--- src/rtl/axrw_pkg.sv ---
// Package: shared constants for the RAM window.
// Holds the mode codes and the bus response codes used by every module.
package axrw_pkg;
    localparam int MODE_STORE = 0;   // writes only
    localparam int MODE_BOTH  = 1;   // writes and reads
    localparam int MODE_FETCH = 2;   // reads only

    typedef enum logic [1:0] {
        RESP_OKAY   = 2'b00,
        RESP_EXOKAY = 2'b01,
        RESP_SLVERR = 2'b10,
        RESP_DECERR = 2'b11
    } resp_e;
endpackage

--- src/rtl/axrw_lat_pipe.sv ---
// Module: axrw_lat_pipe
// Delays a one-bit token by DEPTH clock cycles with a chain of flops.
// Assumes DEPTH >= 1. Its output marks the cycle in which RAM read data is valid.
module axrw_lat_pipe #(
    parameter int DEPTH = 2
) (
    input  logic clk,
    input  logic rst_n,
    input  logic tok_in,
    output logic tok_out
);
    logic [DEPTH-1:0] stage_q;

    generate
        if (DEPTH == 1) begin : g_single
            // Purpose: a single stage of delay.
            always_ff @(posedge clk) begin
                if (!rst_n) stage_q <= '0;
                else        stage_q <= tok_in;
            end
        end else begin : g_chain
            // Purpose: shift the token one stage along each cycle.
            always_ff @(posedge clk) begin
                if (!rst_n) stage_q <= '0;
                else        stage_q <= {stage_q[DEPTH-2:0], tok_in};
            end
        end
    endgenerate

    assign tok_out = stage_q[DEPTH-1];
endmodule

--- src/rtl/axrw_wr_ctrl.sv ---
// Module: axrw_wr_ctrl
// Accepts the write address and write data together and issues one RAM write.
// Then holds the write response until the master takes it.
// Assumes the write always has priority on the RAM port.
// In fetch-only mode it refuses the write with an error and leaves the RAM alone.
module axrw_wr_ctrl
    import axrw_pkg::*;
#(
    parameter int RAM_AW = 6,
    parameter int DATA_W = 32,
    parameter int MODE   = MODE_BOTH
) (
    input  logic              clk,
    input  logic              rst_n,
    input  logic              awvalid,
    output logic              awready,
    input  logic [RAM_AW+1:0] awaddr,
    input  logic              wvalid,
    output logic              wready,
    input  logic [DATA_W-1:0] wdata,
    output logic              bvalid,
    input  logic              bready,
    output logic [1:0]        bresp,
    output logic              wr_fire,
    output logic [RAM_AW-1:0] wr_word,
    output logic [DATA_W-1:0] wr_data
);
    localparam bit CAN_WRITE = (MODE != MODE_FETCH);

    logic  take;
    logic  bvalid_q;
    resp_e bresp_q;

    // Purpose: accept both write channels in the same cycle when no response is pending.
    always_comb begin
        take = awvalid && wvalid && !bvalid_q;
    end

    assign awready = take;
    assign wready  = take;
    assign wr_fire = take && CAN_WRITE;
    assign wr_word = awaddr[RAM_AW+1:2];
    assign wr_data = CAN_WRITE ? wdata : '0;

    // Purpose: raise the response after acceptance and hold it until bready.
    always_ff @(posedge clk) begin
        if (!rst_n) begin
            bvalid_q <= 1'b0;
            bresp_q  <= RESP_OKAY;
        end else if (take) begin
            bvalid_q <= 1'b1;
            bresp_q  <= CAN_WRITE ? RESP_OKAY : RESP_SLVERR;
        end else if (bvalid_q && bready) begin
            bvalid_q <= 1'b0;
        end
    end

    assign bvalid = bvalid_q;
    assign bresp  = bresp_q;
endmodule

--- src/rtl/axrw_rd_ctrl.sv ---
// Module: axrw_rd_ctrl
// Accepts one read at a time and pulses the RAM read enable for one cycle.
// Captures RAM data RD_LAT cycles later and holds it until rready.
// Assumes the RAM returns data exactly RD_LAT cycles after its enable.
// In store-only mode it answers every read with an error and zero data.
module axrw_rd_ctrl
    import axrw_pkg::*;
#(
    parameter int RAM_AW = 6,
    parameter int DATA_W = 32,
    parameter int MODE   = MODE_BOTH,
    parameter int RD_LAT = 2
) (
    input  logic              clk,
    input  logic              rst_n,
    input  logic              arvalid,
    output logic              arready,
    input  logic [RAM_AW+1:0] araddr,
    output logic              rvalid,
    input  logic              rready,
    output logic [DATA_W-1:0] rdata,
    output logic [1:0]        rresp,
    input  logic              port_taken,
    output logic              rd_fire,
    output logic [RAM_AW-1:0] rd_word,
    input  logic [DATA_W-1:0] ram_rdata
);
    localparam bit CAN_READ = (MODE != MODE_STORE);

    logic              busy_q;
    logic              accept;
    logic              rvalid_q;
    logic [DATA_W-1:0] rdata_q;
    resp_e             rresp_q;
    logic              capture;

    // Purpose: accept a read when idle and, for RAM reads, when the port is free.
    always_comb begin
        accept = arvalid && !busy_q && (!CAN_READ || !port_taken);
    end

    assign arready = accept;
    assign rd_fire = accept && CAN_READ;
    assign rd_word = araddr[RAM_AW+1:2];

    generate
        if (CAN_READ) begin : g_pipe
            axrw_lat_pipe #(.DEPTH(RD_LAT)) u_pipe (
                .clk     (clk),
                .rst_n   (rst_n),
                .tok_in  (rd_fire),
                .tok_out (capture)
            );
        end else begin : g_nopipe
            assign capture = 1'b0;
        end
    endgenerate

    // Purpose: mark a read outstanding from acceptance until the data handshake.
    always_ff @(posedge clk) begin
        if (!rst_n)                  busy_q <= 1'b0;
        else if (accept)             busy_q <= 1'b1;
        else if (rvalid_q && rready) busy_q <= 1'b0;
    end

    // Purpose: load the read-data holding register from the RAM or from the error path.
    always_ff @(posedge clk) begin
        if (!rst_n) begin
            rvalid_q <= 1'b0;
            rdata_q  <= '0;
            rresp_q  <= RESP_OKAY;
        end else if (capture) begin
            rvalid_q <= 1'b1;
            rdata_q  <= ram_rdata;
            rresp_q  <= RESP_OKAY;
        end else if (accept && !CAN_READ) begin
            rvalid_q <= 1'b1;
            rdata_q  <= '0;
            rresp_q  <= RESP_SLVERR;
        end else if (rvalid_q && rready) begin
            rvalid_q <= 1'b0;
        end
    end

    assign rvalid = rvalid_q;
    assign rdata  = rdata_q;
    assign rresp  = rresp_q;
endmodule

--- src/rtl/axil_ram_window.sv ---
// Module: axil_ram_window
// AXI4-Lite slave window onto one external single-port synchronous RAM.
// Writes take the RAM port ahead of reads in the same cycle.
// Assumes the RAM samples address, enables and data on the rising clock edge.
// Assumes RD_LAT lies in 1..5 and MODE is one of the axrw_pkg mode codes.
module axil_ram_window
    import axrw_pkg::*;
#(
    parameter int RAM_AW = 6,
    parameter int DATA_W = 32,
    parameter int MODE   = MODE_BOTH,
    parameter int RD_LAT = 2
) (
    input  logic              clk,
    input  logic              rst_n,
    input  logic              s_awvalid,
    output logic              s_awready,
    input  logic [RAM_AW+1:0] s_awaddr,
    input  logic              s_wvalid,
    output logic              s_wready,
    input  logic [DATA_W-1:0] s_wdata,
    output logic              s_bvalid,
    input  logic              s_bready,
    output logic [1:0]        s_bresp,
    input  logic              s_arvalid,
    output logic              s_arready,
    input  logic [RAM_AW+1:0] s_araddr,
    output logic              s_rvalid,
    input  logic              s_rready,
    output logic [DATA_W-1:0] s_rdata,
    output logic [1:0]        s_rresp,
    output logic [RAM_AW-1:0] ram_addr,
    output logic              ram_wen,
    output logic [DATA_W-1:0] ram_wdata,
    output logic              ram_ren,
    input  logic [DATA_W-1:0] ram_rdata
);
    logic              wr_fire;
    logic [RAM_AW-1:0] wr_word;
    logic [DATA_W-1:0] wr_data;
    logic              rd_fire;
    logic [RAM_AW-1:0] rd_word;

    axrw_wr_ctrl #(.RAM_AW(RAM_AW), .DATA_W(DATA_W), .MODE(MODE)) u_wr (
        .clk     (clk),
        .rst_n   (rst_n),
        .awvalid (s_awvalid),
        .awready (s_awready),
        .awaddr  (s_awaddr),
        .wvalid  (s_wvalid),
        .wready  (s_wready),
        .wdata   (s_wdata),
        .bvalid  (s_bvalid),
        .bready  (s_bready),
        .bresp   (s_bresp),
        .wr_fire (wr_fire),
        .wr_word (wr_word),
        .wr_data (wr_data)
    );

    axrw_rd_ctrl #(.RAM_AW(RAM_AW), .DATA_W(DATA_W), .MODE(MODE), .RD_LAT(RD_LAT)) u_rd (
        .clk        (clk),
        .rst_n      (rst_n),
        .arvalid    (s_arvalid),
        .arready    (s_arready),
        .araddr     (s_araddr),
        .rvalid     (s_rvalid),
        .rready     (s_rready),
        .rdata      (s_rdata),
        .rresp      (s_rresp),
        .port_taken (wr_fire),
        .rd_fire    (rd_fire),
        .rd_word    (rd_word),
        .ram_rdata  (ram_rdata)
    );

    // Purpose: steer the shared RAM address to the writer or the reader.
    always_comb begin
        ram_addr = wr_fire ? wr_word : rd_word;
    end

    assign ram_wen   = wr_fire;
    assign ram_wdata = wr_data;
    assign ram_ren   = rd_fire;
endmodule

--- config.mk ---
export PLATFORM = sky130hd
export DESIGN_NAME = axil_ram_window
export DESIGN_NICKNAME = d
export VERILOG_FILES = /design/src/rtl/axrw_pkg.sv /design/src/rtl/axrw_lat_pipe.sv /design/src/rtl/axrw_wr_ctrl.sv /design/src/rtl/axrw_rd_ctrl.sv /design/src/rtl/axil_ram_window.sv
export SDC_FILE = /design/constraint.sdc
export NUM_CORES = 1
export LEC_CHECK = 0
export CAP_MARGIN = 20
export CORE_MARGIN = 2
export CORE_UTILIZATION = 31
export CTS_CLUSTER_DIAMETER = 120
export DETAILED_ROUTE_END_ITERATION = 7
export GPL_ROUTABILITY_DRIVEN = 0
export PLACE_DENSITY_LB_ADDON = 0.3
export SLEW_MARGIN = 20
export SYNTH_ARGS = -nofsm -noshare
export SYNTH_HDL_FRONTEND = slang
export SYNTH_SLANG_ARGS = --single-unit
--- constraint.sdc ---
create_clock -name clk -period 1.2 [get_ports clk]
set_input_delay 0.18 -clock clk [delete_from_list [all_inputs] [get_ports clk]]
set_output_delay 0.18 -clock clk [all_outputs]
set_load 0.005 [all_outputs]
### Word-level counts from Yosys, hierarchy flattened

Index checks and enable logic that the tools add are counted.

| storage, ports and cells | value |
|---|---|
| register bits | 37 |
| latch bits | 0 |
| bits in writable memories | 0 |
| ROM bits | 0 |
| bits of input ports | 87 |
| output and inout port bits | 81 |
| logic and storage cells | 23 |
| memories | 0 |

| cells by class | value |
|---|---|
| add/subtract/negate cells | 0 |
| multiply operators | 0 |
| div/mod/pow operators | 0 |
| order comparisons | 0 |
| eq/ne operators | 0 |
| shift operators | 0 |
| mux-type cells | 6 |
| bitwise gates (word level) | 0 |
| reductions and logical operators | 12 |

Operators by type and width:

| kind | number |
|---|---|
| logical AND 1 bit | 6 |
| two-way mux 6 bit | 1 |
| nonzero test 2 bit | 3 |
| two-way mux 1 bit | 5 |
| zero test 1 bit | 3 |

### Longest topological paths before layout

Gate-level depths: netlist of run 1.

| logic depth | value |
|---|---|
| word-level depth | 5 |
| depth in mapped cells | 4 |
| gate-level depth less buffers | 3 |

### Cells and area by module

From an unflattened synthesis of run 1, not the netlist that was laid out.

| unflattened totals | value |
|---|---|
| cell total of the unflattened synthesis | 180 |
| area, all modules | 1911.8 sq um |

Modules (own cells, without submodules):

| module | times used | cells each | area an instance (sq um) | sequential area each (sq um) |
|---|---|---|---|---|
| axrw_rd_ctrl | 1 | 120 | 1391.3 | 680.7 |
| axrw_wr_ctrl | 1 | 49 | 366.6 | 20.0 |
| axil_ram_window | 1 | 7 | 101.3 | 0.0 |
| axrw_lat_pipe | 1 | 4 | 52.6 | 40.0 |

### Worst setup path after synthesis of run 1

No wires, ideal clock.

| timing path | value |
|---|---|
| kind | reg2out |
| start | register u_wr.bvalid_q, in the netlist u_wr.bvalid |
| end | output s_arready |
| data arrival time | 875 ps |
| required time | 1020 ps |
| slack | 145 ps |
| cell stages (with the launch flop) | 5 |
| path buffers | 1 |
| path through | dfxtp_1 > nand3b_4 > nand2_1 > nor2_1 > buf_4 |

| on the way | value |
|---|---|
| word-level cells in the longest chain between the ends | 4 |

Ends and longest elaborated chain:

| what | line | text |
|---|---|---|
| from (decl) | axrw_wr_ctrl.sv:31 | `logic bvalid_q;` |
| from (signal assigned) | axrw_wr_ctrl.sv:48 | `bvalid_q <= 1'b0;` |
| from (signal assigned) | axrw_wr_ctrl.sv:51 | `bvalid_q <= 1'b1;` |
| from (signal assigned) | axrw_wr_ctrl.sv:54 | `bvalid_q <= 1'b0;` |
| zero test 1 bit | axrw_wr_ctrl.sv:36 | `take = awvalid && wvalid && !bvalid_q;` |
| logical AND 1 bit | axrw_wr_ctrl.sv:36 |  |
| zero test 1 bit | axrw_rd_ctrl.sv:39 | `accept = arvalid && !busy_q && (!CAN_READ \|\| !port_taken);` |
| logical AND 1 bit | axrw_rd_ctrl.sv:39 |  |
| to (decl) | axil_ram_window.sv:26 | `output logic s_arready,` |

Every way passes these cells.

### Final worst setup path of run 1

| timing path | value |
|---|---|
| start | register u_wr.bvalid_q, in the netlist u_wr.bvalid |
| end | output ram_addr[4] |

| on the way | value |
|---|---|
| word-level cells in the longest chain between the ends | 3 |

Ends and longest elaborated chain:

| what | line | text |
|---|---|---|
| zero test 1 bit | axrw_wr_ctrl.sv:36 |  |
| logical AND 1 bit | axrw_wr_ctrl.sv:36 |  |
| two-way mux 6 bit | axil_ram_window.sv:79 | `ram_addr = wr_fire ? wr_word : rd_word;` |
| to (decl) | axil_ram_window.sv:32 | `output logic [RAM_AW-1:0] ram_addr,` |

Every way passes these cells.

==> results of run 1 <==
==> cells by family after synthesis <==
logic type | after synthesis
DFF | 37
AOI/OAI and AO/OA | 3
muxes | 38
and+or+nand+nor | 42
other | 1
buffers and inverters | 48
==> per-stage QoR <==
| step | total power (W) | util, % | instance area [um^2] | TNS, ns | worst slack, ns |
|---|---|---|---|---|---|
| after detailed placement | 0.00178 | 46.2 | 2570 | -5.97 | -0.573 |
| after floorplan | 0.00158 | - | 1820 | 0 | 0.145 |
| after global routing | 0.00273 | 48.4 | 2700 | -2.41 | -0.365 |
| final | 0.00259 | 48.4 | 2700 | -1.92 | -0.320 |
| after global placement | 0.00178 | 46.2 | 2570 | -5.79 | -0.565 |
| after CTS | 0.00264 | 48.3 | 2690 | -2.09 | -0.322 |
==> final timing paths <==
kind / slack (ns) / cells after the start / to / from
min reg2reg: 0.43 / 1 / u_rd.g_pipe.u_pipe.stage_q[1] / u_rd.g_pipe.u_pipe.stage_q[0]
max: -0.32 / 4 / ram_addr[4] / u_wr.bvalid
max reg2reg: 0.08 / 6 / u_rd.busy_q / u_wr.bvalid
min: 0.36 / 0 / ram_wdata[12] / s_wdata[12]
==> area by class of cell <==
type | instances | share of cell area (%)
repair buffers | 107 | 38.3
flip-flops and latches | 37 | 27.9
multi-input cells | 88 | 27.0
well taps | 72 | 3.34
clock buffers | 5 | 2.55
clock inverters | 3 | 0.649
inverters | 1 | 0.232
==> layout by cell type (no fill, tap or decap), drive strengths merged, types with 4 or more instances in the layout <==
master and count:
mux2 6, nor2b 33, dfxtp 37, buf 21
clkdlybuf4s50 48, clkbuf 7, conb 4, dlygate4sd2 35
mux2i 32
==> worst max-delay path, delay by kind of cell (launching register included) <==
| kind | cells | cell delay [ns] |
|---|---|---|
| flip-flops | 1 | 0.33 |
| multiplexers | 1 | 0.29 |
| buffers and inverters | 2 | 0.25 |
| AND/OR/NAND/NOR | 1 | 0.18 |
==> per-layer routing <==
layer / vias to the layer above / wire length, um / track usage [%]
li1: 647 / - / -
met1: 591 / 1580 / 12.2
met2: 65 / 1770 / 19.8
met3: 11 / 380 / 4.49
met4: 0 / 44 / 4.07
met5: - / 0 / 0
==> power by group through the flow <==
| stage | Combinational [W] | Clock [W] | Sequential (W) |
|---|---|---|---|
| detailed placement | 0.000471 | 0 | 0.00131 |
| global placement | 0.000467 | 0 | 0.00131 |
| CTS | 0.000474 | 0.000882 | 0.00129 |
| floorplan | 0.000261 | 0 | 0.00131 |
| global route | 0.000510 | 0.000934 | 0.00129 |
| finish | 0.000473 | 0.000833 | 0.00129 |
==> registers in the layout, indices dropped and copies added, names as in the netlist <==
name / flops
u_rd.rdata: 32
u_rd.g_pipe.u_pipe.stage_q: 2
u_rd.busy_q: 1
u_rd.rvalid: 1
u_wr.bvalid: 1
==> timing repair <==
action,CTS,global route
pin swaps,3,3
hold buffers,0,0
cloned,1,0
resized for setup,102,6
setup endpoints to repair,45,14
buffers inserted,4,1
==> out/summary.txt, run 1 <==
Filler Cell Count = 581
Row count = 27
Area of the multi-input gates = 729 um^2
Die Y-Extent = 80.3 um
Max-capacitance violation count = 0
Leading area contributor after synthesis = dfxtp_1
HPWL after DPL = 2610 um
Total gr overflow = 0
Critical path endpoint category = primary output
Largest cells by area after synthesis = dfxtp_1 41%, mux2i_1 18%, buf_4 16%
Switch Pwr = 0.000596 W
CP Data Required Time = 1.02 ns
Power per cell area = 961 nW/um^2
Synth Area in Simple Gates = 14.8%
Fin Clk Skew = 0.00610 ns
Mean Syn Cell Area = 10.7 um^2
CTS clock-pin slew for the worst setup and hold paths = 0.07 ns
Failing checks = setup timing
Final min period = 1.52 ns
Non-Filler Instances = 313
Tightest Hold Check Type = input port to primary output
Via density = 4.20
WS Path Type = flop to primary output
Num Clock Sinks = 37
Final period utilization = 127%
First-pass GRT wire length = 5690 um
CTS tree = built
Clock latency on the worst-skew pair = 0.28 ns
Ant diodes = 0
Most frequent cells after synthesis = 39 x buf_4, 37 x dfxtp_1, 33 x nor2b_1
RSZ-0062 raised after global routing = true
DRT Pass-1 Iters = 2
Combinational power share = 18.3%
Clock share of power = 32.1%
Status = complete, but fails checks
Area grow syn2layout = 49.5%
Mapped Area = 1800 um^2
Nets = 327
Layout cell share with drive strength beyond 1 = 22.0%
GRT Total Usage = 11.3%
Port Buffers = 95
Sw Ratio = 23.0%
Most common cell on crit path = buf_6
Most instantiated library cell after synthesis = buf_4
IO Count = 168
WHS = 0.360 ns
Yosys cell types = 21
Seq/Total Area, Yosys = 41.1%
Largest net degree at the start of global routing = 20
Critical Path AT = 1.34 ns
Wire per inst = 12.0 um
Area share of the largest cell type after synthesis = 41.1%
Post-route DRC = 0
Num CTS Buffers = 5
Ys flop type = dfxtp_1
DRT iter0 DRCs = 33
Die width = 80.3 um
WL final = 3770 um
Internal = 0.00200 W
Largest family of logic cells by synthesized area = multiplexers
Syn Inst Count = 169
Mux contribution to synthesized area = 21.5%
Worst setup slack after layout = -0.320 ns
YS warnings = 0
Synth Area in XOR/XNOR = 0%
Vias in the first global route = 1,267
Area fraction in compound gates after synthesis = 1.11%
Fmax = 658 MHz
Post-synth EDFFs = 0
Adder-cell share of the synthesized area = 0%
DR vias = 1,314
Buffer levels on the longest clock path = 2
CP Max Fanout = 4
Placed insts = 300
# setup viols final = 11
Max Slew Vio Count = 0
Maximum vdd drop = 0.458 mV
Sequential Power Share = 49.6%
Max H-tree Level = 2
Initial core utilization = 32.4%
Pleak = 1.16 nW
Final hold violations = 0
Sequential standard cell area = 753 um^2
Startpoint Class = flop
Async S/R FF share, synth = 0%
Worst path cell trace = nand3b_4 -> buf_6 -> mux2_4 -> buf_6
Yosys reg bits = 37
Clock Tree Root = clkbuf_8
Antenna viol nets, final = 0
Die area = 6450 um^2
Max incr delay on CP = 0.33 ns
Antenna violations before repair = 0
Worst path slowest cell = dfxtp_2
Core Region = 5570 um^2
(Power assumes the default switching activity.)
==> run 2, diff against run 1 <==
clock period = 1.4 ns   (was 1.2 ns; I/O delays follow)
==> run 2 against run 1 <==
  * The flow still finishes with violations (setup timing)
  * Count of clock-buffer cells in the layout up 2
  * Final area down 0.14%
  * Global-route usage is essentially flat
  * Critical path type unchanged
  * Largest power group unchanged
==> out/summary.txt, run 2 (synthesis gave the netlist of run 1 again) <==
Via density = 4.21 (+0.34%)
Antenna violations before repair = 0 (unchanged)
Ant diodes = 0 (unchanged)
Num Clock Sinks = 37 (unchanged)
Final min period = 1.55 ns
Placed Area = 2540 um^2 (-1.4%)
Placed insts = 297 (-1.0%)
Maximum vdd drop = 0.338 mV (-26%)
CP Max Fanout = 4 (unchanged)
GRT Total Usage = 11.3% (-0.018 points)
DRT Pass-1 Iters = 4 (+2)
Core Region = 5570 um^2 (unchanged)
First-pass GRT wire length = 5580 um (-2.1%)
Non-Filler Instances = 311 (-0.64%)
Clock latency on the worst-skew pair = 0.28 ns (about the same)
Worst-case reg-to-reg path depth = 6 (unchanged)
Max incr delay on CP = 0.34 ns (about the same)
Max H-tree Level = 2 (unchanged)
Top delay family on crit path = flip-flops
Final Util = 48.3% (-0.067 points)
R2R Setup Slk = 0.24 ns (+0.16 ns)
Wire per inst = 11.6 um (-3.8%)
Pleak = 1.03 nW (-11%)
Critical path buffer and inverter count = 2 (unchanged)
Post-route design area = 2690 um^2 (-0.14%)
Nets = 326 (-0.31%)
RSZ-0062 raised after global routing = true
Worst path cell trace = nand3b_4 -> buf_6 -> mux2_2 -> buf_2
Final period utilization = 111%
Max Slew Vio Count = 0 (unchanged)
CTS clock-pin slew for the worst setup and hold paths = 0.07 ns (about the same)
Die width = 80.3 um (unchanged)
Largest net degree at the start of global routing = 38 (+90%)
Die Y-Extent = 80.3 um (unchanged)
Failing checks = setup timing
Most common cell after layout, fill and taps aside = clkdlybuf4s50_1
Worst r2r src = u_wr.bvalid
Worst path slowest cell = dfxtp_2
Num CTS Buffers = 5 (unchanged)
# setup viols final = 6 (-5)
Tightest Hold Check Type = input port to primary output
Critical R2R Capture = u_rd.busy_q
DRT iter0 DRCs = 16 (-52%)
Row count = 27 (unchanged)
Layout cell share with drive strength beyond 1 = 17.2% (-4.8 points)
HPWL after DPL = 2460 um (-5.8%)
Commonest non-fill, non-tap cells in the layout = 79 x clkdlybuf4s50_1, 35 x dfxtp_1, 33 x nor2b_1, 32 x mux2i_1
Critical Path AT = 1.34 ns (about the same)
Clock Tree Root = clkbuf_8
Initial core utilization = 32.4% (unchanged)
Max reg flops = 32 (unchanged)
Post-route DRC = 0 (unchanged)
Final hold violations = 0 (unchanged)
Power per cell area = 829 nW/um^2 (-14%)
Hold path endpoint = ram_wdata[12]
Fmax = 645 MHz
Fin Clk Skew = 0.00368 ns (-0.00242 ns)
WS Path Type = flop to primary output
Die area = 6450 um^2 (unchanged)
WL final = 3610 um (-4.4%)
Area grow syn2layout = 49.3%
Buffer levels on the longest clock path = 2 (unchanged)
Vias in the first global route = 1,247 (-1.6%)
Port Buffers = 95 (unchanged)
Cts hold-fix bufs = 0 (unchanged)
Hold path depth = 0 (unchanged)
IO Count = 168 (unchanged)
Max-capacitance violation count = 0 (unchanged)
DR vias = 1,310 (-0.30%)
CP Data Required Time = 1.19 ns (+0.17 ns)
CTS tree = built
Total gr overflow = 0 (unchanged)
Worst setup slack after layout = -0.151 ns (+0.168 ns)
Startpoint Class = flop
Critical path endpoint category = primary output
Status = complete, but fails checks
Antenna viol nets, final = 0 (unchanged)
Hold_sp = s_wdata[12]
## run 2: power by group
| part | switching (W) | leakage [nW] | internal, W |
|---|---|---|---|
| clock network | 0.000335 | 0.0443 | 0.000390 |
| logic | 0.000119 | 0.687 | 0.000287 |
| registers | 0.0000180 | 0.301 | 0.00109 |
| total | 0.000471 | 1.03 | 0.00176 |
## run 2: area by class of cell
class	instances	area, um^2
Fill cell	540	2880
Timing Repair Buffer	106	1030
Sequential cell	37	743
Multi-Input combinational cell	88	736
Tap cell	72	90.1
Clock buffer	7	86.3
Inverter	1	3.75
## run 2: routing by layer
metal,track usage [%],share of wire (%),up-vias,wire length [um]
met4,4.58,1.6,0,56
met1,12.2,41,581,1490
met3,5.28,10,12,368
met5,0,0,-,0
met2,19.0,47,70,1690
li1,-,-,647,-
## run 2: worst max-delay path by stage
stage,startpoint,end,slack (ns),depth (start not counted)
floorplan,u_wr.bvalid,s_arready,0.32,4
global placement,s_awvalid,ram_addr[4],-0.41,4
detailed placement,s_awvalid,ram_addr[5],-0.43,4
CTS,u_wr.bvalid,ram_addr[4],-0.17,4
global route,u_wr.bvalid,ram_addr[4],-0.22,4
finish,u_wr.bvalid,ram_addr[5],-0.15,4
## run 2: through the flow
stage	hold WS [ns]	worst slack, ns	power (W)	TNS (ns)
3_3_place_gp	0.415	-0.414	0.00151	-4.02
5_1_grt	0.420	-0.217	0.00237	-0.889
4_1_cts	0.420	-0.168	0.00228	-0.664
6_report	0.420	-0.151	0.00223	-0.576
3_5_place_dp	0.418	-0.427	0.00152	-4.14
2_1_floorplan	0.359	0.315	0.00135	0
## run 2: repair_timing
action	in CTS	in global routing
endpoints found under the hold margin	0	0
resized for setup	52	10
gates cloned	1	0
pin swaps	1	1
buffers inserted	4	2
setup endpoints to repair	12	10
==> run 3, diff against run 2 <==
ABC_AREA = 1   (was default)
CORE_UTILIZATION = 29   (was 31)
==> run 3 against run 2 <==
  * Flip-flop and latch count unchanged
  * Clock skew decreased by 0.00096 ns
  * Total power rose by 3.7%
  * Hold slack worse by 0.0033 ns
  * Global-route usage increased by 2.4 points
  * Synthesized cell count grew 33%
  * Register-to-register slack improved by 0.04 ns
  * Setup slack improved by 0.19 ns
  * The flow now finishes without violations
  * Area after synthesis is 7.6% lower
  * Critical endpoint is now ram_addr[2]
  * Sequential power barely moved
==> out/summary.txt, run 3 <==
Seq/Total Area, Yosys = 44.4% (+3.4 points)
Vias in the first global route = 1,479 (+19%)
Port Buffers = 95 (unchanged)
Die Y-Extent = 79.8 um (-0.60%)
Clock latency on the worst-skew pair = 0.28 ns (about the same)
Startpoint Class = flop
Largest cells by area after synthesis = dfxtp_1 44%, buf_4 18%, nor2_1 15%
WL final = 4260 um (+18%)
Yosys cell types = 17 (-19%)
Rel. slew slack = 62.3%
Post-route DRC = 0 (unchanged)
Sw Ratio = 23.1% (+2.0 points)
Antenna viol nets, final = 0 (unchanged)
Status = finished, final reports clean
DR vias = 1,547 (+18%)
Post-synth EDFFs = 0 (unchanged)
DRT Pass-1 Iters = 4 (unchanged)
Worst path slowest cell = dfxtp_4
Async S/R FF share, synth = 0% (unchanged)
Via density = 4.24 (+0.62%)
Total gr overflow = 0 (unchanged)
Die width = 79.8 um (-0.60%)
Max-capacitance violation count = 0 (unchanged)
Area share of the largest cell type after synthesis = 44.4% (+3.4 points)
# setup viols final = 0 (-6)
Commonest non-fill, non-tap cells in the layout = 79 x clkdlybuf4s50_1, 64 x nor2_1, 36 x dfxtp_1, 29 x o21ai_0, 18 x nand2_1
Sequential Power Share = 48.8% (-0.6 points)
Num CTS Buffers = 5 (unchanged)
Row count = 27 (unchanged)
Worst path cell trace = nor2_4 -> buf_6 -> buf_6 -> nand2_1 -> nand2_1 -> buf_2
Clock Tree Root = clkbuf_8
Switch Pwr = 0.000536 W (+14%)
Final min period = 1.36 ns (-0.188 ns)
Layout cell share with drive strength beyond 1 = 13.3% (-3.8 points)
Filler Cell Count = 553 (+2.4%)
Slew @ Worst Pin = 0.564 ns
Final hold violations = 0 (unchanged)
CTS tree = built
Fmax = 734 MHz (+14%)
Max reg flops = 32 (unchanged)
Ys flop type = dfxtp_1
Mean Syn Cell Area = 7.44 um^2 (-30%)
Maximum vdd drop = 0.504 mV (+49%)
Critical path endpoint category = primary output
Total Power = 0.00232 W (+3.7%)
Power per cell area = 899 nW/um^2 (+8.4%)
Clock share of power = 32.2% (-0.2 points)
Ant diodes = 0 (unchanged)
Area grow syn2layout = 54.7%
DRT iter0 DRCs = 32 (+16)
Tightest Hold Check Type = flop to flop
Syn Inst Count = 224 (+33%)
Antenna violations before repair = 0 (unchanged)
Largest net degree at the start of global routing = 37 (-2.6%)
WS Path Type = flop to primary output
Leading area contributor after synthesis = dfxtp_1
YS warnings = 0 (unchanged)
RSZ-0062 raised after global routing = true
WHS = 0.417 ns (-0.00335 ns)
Most common cell after layout, fill and taps aside = clkdlybuf4s50_1
Final period utilization = 97.4% (-13 points)
Die area = 6370 um^2 (-1.2%)
CP Data Required Time = 1.19 ns (about the same)
Critical Path AT = 1.15 ns (-0.19 ns)
Pleak = 1.18 nW (+15%)
Max incr delay on CP = 0.37 ns (+0.03 ns)
Yosys reg bits = 37 (unchanged)
Most instantiated library cell after synthesis = nor2_1
Combinational power share = 19.0% (+0.8 points)
Internal = 0.00178 W (+1.1%)
Nets = 380 (+17%)
GRT Total Usage = 13.7% (+2.4 points)
Mapped Area = 1670 um^2 (-7.6%)
Num Clock Sinks = 37 (unchanged)
First-pass GRT wire length = 6810 um (+22%)
Initial core utilization = 30.1% (-2.3 points)
Max H-tree Level = 2 (unchanged)
Core Region = 5540 um^2 (-0.61%)
IO Count = 168 (unchanged)
CTS clock-pin slew for the worst setup and hold paths = 0.07 ns (about the same)
Wire per inst = 11.7 um (+0.66%)
HPWL after DPL = 2900 um (+18%)
Max Slew Vio Count = 0 (unchanged)
CP Max Fanout = 3 (-1)
Fin Clk Skew = 0.00272 ns (-0.000958 ns)
Buffer levels on the longest clock path = 2 (unchanged)
Most frequent cells after synthesis = 65 x nor2_1, 40 x buf_4, 37 x dfxtp_1
==> run 3: cell types whose count changed in the layout (fill, tap and decap cells not counted), moves of 17 or more <==
cell and delta:
nor2_1 +63, mux2i_1 -32, nand2_1 +17, nor2b_1 -33, o21ai_0 +29
==> run 3: metal layers <==
| layer | vias up | wire length (um) | track usage (%) |
|---|---|---|---|
| met1 | 667 | 1750 | 15.5 |
| met2 | 79 | 1890 | 22.3 |
| met3 | 13 | 505 | 5.77 |
| li1 | 788 | - | - |
| met4 | 0 | 111 | 6.44 |
| met5 | - | 0 | 0 |
==> run 3: worst paths after layout <==
kind	from	endpoint	slack, ns	cells past startpoint
hold reg to reg	u_rd.g_pipe.u_pipe.stage_q[0]	u_rd.g_pipe.u_pipe.stage_q[1]	0.42	2
hold / removal	u_rd.g_pipe.u_pipe.stage_q[0]	u_rd.g_pipe.u_pipe.stage_q[1]	0.42	2
setup / recovery	u_wr.bvalid	ram_addr[2]	0.04	6
setup reg to reg	u_wr.bvalid	u_rd.busy_q	0.28	7
==> run 3: cell families after synthesis <==
group,share of synthesized area (%)
DFF,44.4
buffers and inverters,23.3
other,0.225
and+or+nand+nor,21.8
AOI/OAI and AO/OA,10.2
==> run 3: repair_timing <==
action                     in CTS  in global routing
pin swaps                       1                  4
resized for setup              41                 15
setup buffers                   5                  1
setup endpoints to repair      12                 11
hold buffers                    0                  0
==> run 3: final cells by class <==
type                    instances  area, um^2  share of cell area [%]
well taps                      72        90.1                    3.49
inverters                       9        36.3                    1.41
repair buffers                108        1040                    40.3
multi-input cells             132         582                    22.6
clock buffers                   7        86.3                    3.35
flip-flops and latches         37         744                    28.9
==> run 3: power by group through the flow <==
stage                     clock [W]  combinational [W]  sequential (W)
after floorplan                   0           0.000205         0.00116
after global placement            0           0.000436         0.00115
after detailed placement          0           0.000437         0.00115
after CTS                  0.000783           0.000435         0.00113
after global routing       0.000826           0.000487         0.00114
final                      0.000746           0.000440         0.00113
==> run 3: per-stage QoR <==
stage | util, % | worst slack [ns] | setup TNS [ns] | std cells | cell area [um^2]
global route | 46.5 | -0.0245 | -0.0846 | 365 | 2580
finish | 46.5 | 0.0369 | 0 | 365 | 2580
global placement | 44.0 | -0.403 | -4.08 | 353 | 2440
CTS | 46.0 | 0.0205 | 0 | 365 | 2550
floorplan | - | 0.407 | 0 | 227 | 1680
detailed placement | 44.0 | -0.420 | -4.12 | 353 | 2440
==> run 3: worst max-delay path, delay by kind of cell (launching register included) <==
kind          cells  cell delay (ns)
simple gates      3             0.20
buf+inv           3             0.30
flops             1             0.37
